`src/rtl/rcd_pkg.sv`:
```
package rcd_pkg;

    // Run-time rate codes; 00 defers to the value captured at reset.
    typedef enum logic [1:0] {
        RATE_STATIC = 2'b00,
        RATE_DIV4   = 2'b01,
        RATE_DIV2   = 2'b10,
        RATE_DIV1   = 2'b11
    } rate_code_e;

    // Serial ratio kept as its base-2 logarithm.
    typedef enum logic [1:0] {
        DIV_BY1 = 2'd0,
        DIV_BY2 = 2'd1,
        DIV_BY4 = 2'd2
    } div_e;

    localparam int unsigned SER_CNT_W = 2;

    localparam logic [2:0] OSEL_REC1 = 3'd0;
    localparam logic [2:0] OSEL_REC2 = 3'd1;
    localparam logic [2:0] OSEL_OVS  = 3'd2;
    localparam logic [2:0] OSEL_REF1 = 3'd3;
    localparam logic [2:0] OSEL_REF2 = 3'd4;

    // All enables that the output selector can choose from.
    typedef struct packed {
        logic rec1;
        logic rec2;
        logic ovs;
        logic ref1;
        logic ref2;
    } clk_en_s;

    function automatic div_e sanitize_static(input logic [2:0] v);
        case (v)
            3'd2:    return DIV_BY2;
            3'd4:    return DIV_BY4;
            default: return DIV_BY1;
        endcase
    endfunction

    function automatic div_e decode_rate(input logic [1:0] code, input div_e stat);
        case (code)
            RATE_DIV1: return DIV_BY1;
            RATE_DIV2: return DIV_BY2;
            RATE_DIV4: return DIV_BY4;
            default:   return stat;
        endcase
    endfunction

    function automatic logic [SER_CNT_W-1:0] last_count(input div_e d);
        case (d)
            DIV_BY2: return 2'd1;
            DIV_BY4: return 2'd3;
            default: return 2'd0;
        endcase
    endfunction

    function automatic logic [2:0] div_ratio(input div_e d);
        case (d)
            DIV_BY2: return 3'd2;
            DIV_BY4: return 3'd4;
            default: return 3'd1;
        endcase
    endfunction

endpackage

```
`src/rtl/rcd_ratio_ctrl.sv`:
```
module rcd_ratio_ctrl
    import rcd_pkg::*;
(
    input  logic       clk_i,
    input  logic       rst_i,
    input  logic [2:0] static_div_i,
    input  logic [1:0] rate_sel_i,
    output logic       ser_en_o,
    output div_e       div_o
);

    div_e                 stat_q;
    div_e                 act_q;
    logic [SER_CNT_W-1:0] cnt_q;
    logic                 term_w;

    assign term_w   = (cnt_q == last_count(act_q));
    assign ser_en_o = term_w;
    assign div_o    = act_q;

    always_ff @(posedge clk_i) begin
        if (rst_i) begin
            stat_q <= sanitize_static(static_div_i);
            act_q  <= sanitize_static(static_div_i);
            cnt_q  <= '0;
        end else if (term_w) begin
            // Ratio switches only at the end of a period.
            cnt_q <= '0;
            act_q <= decode_rate(rate_sel_i, stat_q);
        end else begin
            cnt_q <= cnt_q + 1'b1;
        end
    end

endmodule

```
`src/rtl/rcd_par_gen.sv`:
```
module rcd_par_gen #(
    parameter int unsigned BYTE_BITS = 8
) (
    input  logic clk_i,
    input  logic rst_i,
    input  logic step_i,
    output logic one_o,
    output logic two_o
);

    localparam int unsigned BYTE_LOG = $clog2(BYTE_BITS);
    localparam int unsigned CNT_W    = BYTE_LOG + 1;

    logic [CNT_W-1:0] cnt_q;

    assign one_o = step_i && (&cnt_q[BYTE_LOG-1:0]);
    assign two_o = step_i && (&cnt_q);

    always_ff @(posedge clk_i) begin
        if (rst_i) begin
            cnt_q <= '0;
        end else if (step_i) begin
            cnt_q <= cnt_q + 1'b1;
        end
    end

endmodule

```
`src/rtl/rcd_clk_mux.sv`:
```
module rcd_clk_mux
    import rcd_pkg::*;
(
    input  logic [2:0] sel_i,
    input  clk_en_s    src_i,
    output logic       en_o
);

    always_comb begin
        case (sel_i)
            OSEL_REC1: en_o = src_i.rec1;
            OSEL_REC2: en_o = src_i.rec2;
            OSEL_OVS:  en_o = src_i.ovs;
            OSEL_REF1: en_o = src_i.ref1;
            OSEL_REF2: en_o = src_i.ref2;
            default:   en_o = 1'b0;
        endcase
    end

endmodule

```
`src/rtl/rx_rate_clkdiv.sv`:
```
module rx_rate_clkdiv
    import rcd_pkg::*;
#(
    parameter int unsigned BYTE_BITS = 8
) (
    input  logic       clk_i,
    input  logic       rst_i,
    input  logic [2:0] static_div_i,
    input  logic [1:0] rate_sel_i,
    input  logic [2:0] out_sel_i,
    input  logic       ovs_en_i,
    output logic       ser_en_o,
    output logic       rec1_en_o,
    output logic       rec2_en_o,
    output logic       sel_en_o,
    output logic [2:0] cur_div_o
);

    localparam int unsigned N_PATHS = 2;  // 0: recovered, 1: reference

    div_e               div_w;
    logic               ser_en_w;
    logic [N_PATHS-1:0] step_w;
    logic [N_PATHS-1:0] one_w;
    logic [N_PATHS-1:0] two_w;
    clk_en_s            src_w;

    rcd_ratio_ctrl u_ratio (
        .clk_i       (clk_i),
        .rst_i       (rst_i),
        .static_div_i(static_div_i),
        .rate_sel_i  (rate_sel_i),
        .ser_en_o    (ser_en_w),
        .div_o       (div_w)
    );

    assign step_w[0] = ser_en_w;
    assign step_w[1] = 1'b1;

    for (genvar g = 0; g < N_PATHS; g++) begin : g_par
        rcd_par_gen #(.BYTE_BITS(BYTE_BITS)) u_par (
            .clk_i (clk_i),
            .rst_i (rst_i),
            .step_i(step_w[g]),
            .one_o (one_w[g]),
            .two_o (two_w[g])
        );
    end

    assign src_w.rec1 = one_w[0];
    assign src_w.rec2 = two_w[0];
    assign src_w.ovs  = ovs_en_i;
    assign src_w.ref1 = one_w[1];
    assign src_w.ref2 = two_w[1];

    rcd_clk_mux u_mux (
        .sel_i(out_sel_i),
        .src_i(src_w),
        .en_o (sel_en_o)
    );

    assign ser_en_o  = ser_en_w;
    assign rec1_en_o = src_w.rec1;
    assign rec2_en_o = src_w.rec2;
    assign cur_div_o = div_ratio(div_w);

endmodule

```
`config.mk`:
```
export PLATFORM = sky130hd
export DESIGN_NAME = rx_rate_clkdiv
export DESIGN_NICKNAME = d
export VERILOG_FILES = /design/src/rtl/rcd_pkg.sv /design/src/rtl/rcd_ratio_ctrl.sv /design/src/rtl/rcd_par_gen.sv /design/src/rtl/rcd_clk_mux.sv /design/src/rtl/rx_rate_clkdiv.sv
export SDC_FILE = /design/constraint.sdc
export NUM_CORES = 1
export LEC_CHECK = 0
export CAP_MARGIN = 20
export CORE_AREA = 2 2 41 43
export DETAILED_ROUTE_END_ITERATION = 10
export DIE_AREA = 0 0 43 45
export PLACE_DENSITY = 0.74
export RECOVER_POWER = 100
export SYNTH_ARGS = -nofsm -noshare
export SYNTH_HDL_FRONTEND = slang
export SYNTH_SLANG_ARGS = --single-unit
```
`constraint.sdc`:
```
create_clock -name clk_i -period 4.2 [get_ports clk_i]
set_input_delay 0.84 -clock clk_i [delete_from_list [all_inputs] [get_ports clk_i]]
set_output_delay 0.84 -clock clk_i [all_outputs]
set_load 0.005 [all_outputs]
```
==> metrics.md <==
| Metric | Value |
|---|---|
| Depth of the worst hold-timing path | 1 |
| Fin crit period | between 3 and 4 ns |
| Worst EP required | between 3 and 4 ns |
| Worst EP arrival | 2.50 ns |
| Register area | 320 um^2 |
| Layout cells sized above 1 | 9.52% |
| Final nets | between 100 and 150 |
| FP Rows | 14 |
| Drt first pass iters | 3 |
| Peak VDD IR | 0.000295 V |
| Final period util | 79.6% |
| R2R Path End | u_ratio.div_o[1]$_DFFE_PP_ |
| Clock Latency Late Sink | 0.27 ns |
| Die width | 43 um |
| Mean post-synth cell area | 10.6 um^2 |
| WL final | 1.07 mm |
| Final Util | about three fifths |
| Multi-input logic area | 343 um^2 |
| CTS tree | done |
| H-Tree Depth | 1 |
| Post-DP Area | 863 um^2 |
| RSZ-0062 raised after global routing | false |
| Post-synthesis mux area share | around 4.4% |
| # DRC | 0 |
| Gr usage total | 12.7% |
| Rel. slew slack | about two thirds |
| Post-synthesis simple-gate area fraction | 21.1% |
| Die height | 45 um |
| Antenna fix cells | 0 |
| Reg2reg start | u_ratio.div_o[0]$_DFFE_PP_ |
| Post-synthesis adder-cell area fraction | a little over a tenth |
| Syn. warnings | 0 |
| # Max-Cap Violations | 0 |
| Worst hold slack | between 0.4 and 0.5 ns |
| Largest cells by area after synthesis | dfxtp_1 (29%), edfxtp_1 (17%), ha_1 (11%) |
| Buffers on Ports | 17 |
| Comb power frac | a little over two fifths |
| DP HPWL | 846 um |
| Fillers | 138 |
| First-pass GRT wire length | 1.81 mm |
| Worst-path clk slew | 0.08 ns |
| Die Footprint | ~1900 um^2 |
| GR Overflow Total | 0 |
| CP Class | flop to output port |
| Max clock buf depth | 2 |
| Initial antenna violation count | 0 |
| Largest family of logic cells by synthesized area | simple AND/OR/NAND/NOR gates |
| Root buf cell | clkbuf_4 |
| Worst-margin pin slew | 0.500 ns |
| Sink Count | 14 |
| Syn Nets | a little over 80 |
| Setup TNS | 0 ns |
| Register area share after synthesis | between 40 and 50% |
| Post-CTS setup buffers | 0 |
| Pin count of the biggest net entering global routing | 16 |
| Synth unique cells | 27 |
| Xor/xnor share of the synthesized area | 7.64% |
| Synth Area in Compound Gates | 6.18% |
| Cell-internal power | 0.345 mW |
| Iteration-0 DRC Markers | 6 |
| I/O pin total | 18 |
| PnR Total Power | just over 0.5 mW |
| Crit path from | u_ratio.div_o[0]$_DFFE_PP_ |
| R2R cell count | 5 |
| Crit path max fanout | 7 |
| Dominant cell type by area after synthesis | dfxtp_1 |
| Area growth, synth to finish | 30.4% |
| Routed Antenna Nets | 0 |
| Wire per inst | 10.7 um |
| Commonest non-fill, non-tap cells in the layout | dfxtp_1 (10), nor2_1 (9), dlygate4sd3_1 (9), clkdlybuf4s50_1 (8), ha_1 (6) |
| Seq pwr share | 38.2% |
| Num CTS Buffers | 3 |
| Final Hold Fails | 0 |
| Vias in the first global route | 447 |
| Setup violations, final | 0 |
| Final worst setup slack | 0.858 ns |
| Vias | 498 |
| CTS Hold Bufs | 0 |
| Initial Util | a little under half |
| Crit path capture type | output port |
| GPL Wtd Cong | approximately 0.65 |
| Via/cell ratio | 4.98 |
| Net switching fraction of the power | 32.7% |
| Most common cell after layout, fill and taps aside | dfxtp_1 |
| FMAX | 0.299 GHz |
| Area of the core | 1470 um^2 |
| Status | finished, final reports clean |
| Synth top area share | 29.1% |
| Clk pwr share | 18.2% |
| Pleak | 0.387 nW |
| Register bit total from synthesis | 14 |
| Post-CTS Resized | 0 |
| Worst setup SP type | flop |
| Flop2flop setup slack | 2.26 ns |
| Sw power | 0.167 mW |
| Final instance area | 897 um^2 |
| Mapped Area | 688 um^2 |
| Pre-CTS setup slack | approximately 0.96 ns |
| Worst Setup EP | sel_en_o |
| Final Slew Violations | 0 |
| Placed cell count | 96 |
| Layout Skew | 0.00252 ns |
| Cell Pwr Density | 571 nW/um^2 |
| Min-Delay Path Class | flop to flop |
| Mapped Cells | 65 |
| Layout Cells excl Fill | 100 |
worst max-delay path, stage by stage, from the launching register on:
cell and delay [ns]:
edfxtp_1 0.36, inv_1 0.05, ha_1 0.31, xor2_1 0.22
and2_0 0.39, a31o_2 0.23, o2bb2ai_1 0.10, dlygate4sd3_1 0.58
Yosys cell counts:
master and n:
nand2_1 1, a31o_2 1, xor2_1 3, and2_1 2, nor2b_1 2, a21o_1 1, o2bb2ai_1 1, nand3_1 2
xnor2_1 3, inv_1 2, buf_6 1, nor2_1 9, ha_1 6, and4_2 1, o31ai_1 1, a21oi_1 2
dfxtp_1 10, nor2_2 1, and3_1 1, or2_4 1, mux2i_1 3, nand4_1 1, nor3_1 1, nor3b_1 3
edfxtp_1 4, and3_2 1, clkbuf_1 1
power by group through the flow:
stage | sequential, mW | clock [mW] | combinational [mW]
final | 0.195 | 0.0934 | 0.223
after global placement | 0.198 | 0 | 0.248
after CTS | 0.196 | 0.0969 | 0.254
after floorplan | 0.195 | 0 | 0.186
after detailed placement | 0.200 | 0 | 0.252
after global routing | 0.202 | 0.101 | 0.254
state kept, by name, indices dropped and copies added, names as in the netlist:
signal	count
u_ratio.div_o	2
u_ratio.cnt_q	2
u_ratio.stat_q	2
g_par.u_par.cnt_q	8
how the worst min path moves through the flow:
stage,from,endpoint
global placement,g_par[1].u_par.cnt_q[0]$_SDFF_PP0_,g_par[1].u_par.cnt_q[0]$_SDFF_PP0_
floorplan,g_par[1].u_par.cnt_q[0]$_SDFF_PP0_,g_par[1].u_par.cnt_q[0]$_SDFF_PP0_
finish,g_par[1].u_par.cnt_q[0]$_SDFF_PP0_,g_par[1].u_par.cnt_q[0]$_SDFF_PP0_
global route,g_par[1].u_par.cnt_q[0]$_SDFF_PP0_,g_par[1].u_par.cnt_q[0]$_SDFF_PP0_
detailed placement,g_par[1].u_par.cnt_q[0]$_SDFF_PP0_,g_par[1].u_par.cnt_q[0]$_SDFF_PP0_
CTS,g_par[1].u_par.cnt_q[0]$_SDFF_PP0_,g_par[1].u_par.cnt_q[0]$_SDFF_PP0_
logic make-up (layout without fill, tap and decap cells):
| kind of cell | after synthesis | count (layout) |
|---|---|---|
| buffers and inverters | 4 | 23 |
| xor gates and xnor gates | 6 | 6 |
| AOI/OAI and AO/OA | 6 | 6 |
| and+or+nand+nor | 26 | 26 |
| adders and majority gates | 6 | 6 |
| DFF | 14 | 14 |
| muxes | 3 | 3 |
metal layers:
layer | up-vias | part of all wire, % | track usage, %
met5 | - | 0 | 0
met2 | 15 | 42 | 20.0
met4 | 0 | 1.1 | 9.09
met3 | 2 | 5.1 | 2.40
met1 | 215 | 52 | 15.8
li1 | 266 | - | -
cell type report:
class | instances | share of cell area (%)
flip-flops and latches | 14 | 35.7
well taps | 16 | 2.23
multi-input cells | 47 | 38.2
repair buffers | 17 | 19.0
clock buffers | 4 | 4.04
inverters | 2 | 0.837
No activity file was read; power rests on OpenSTA's default activity.
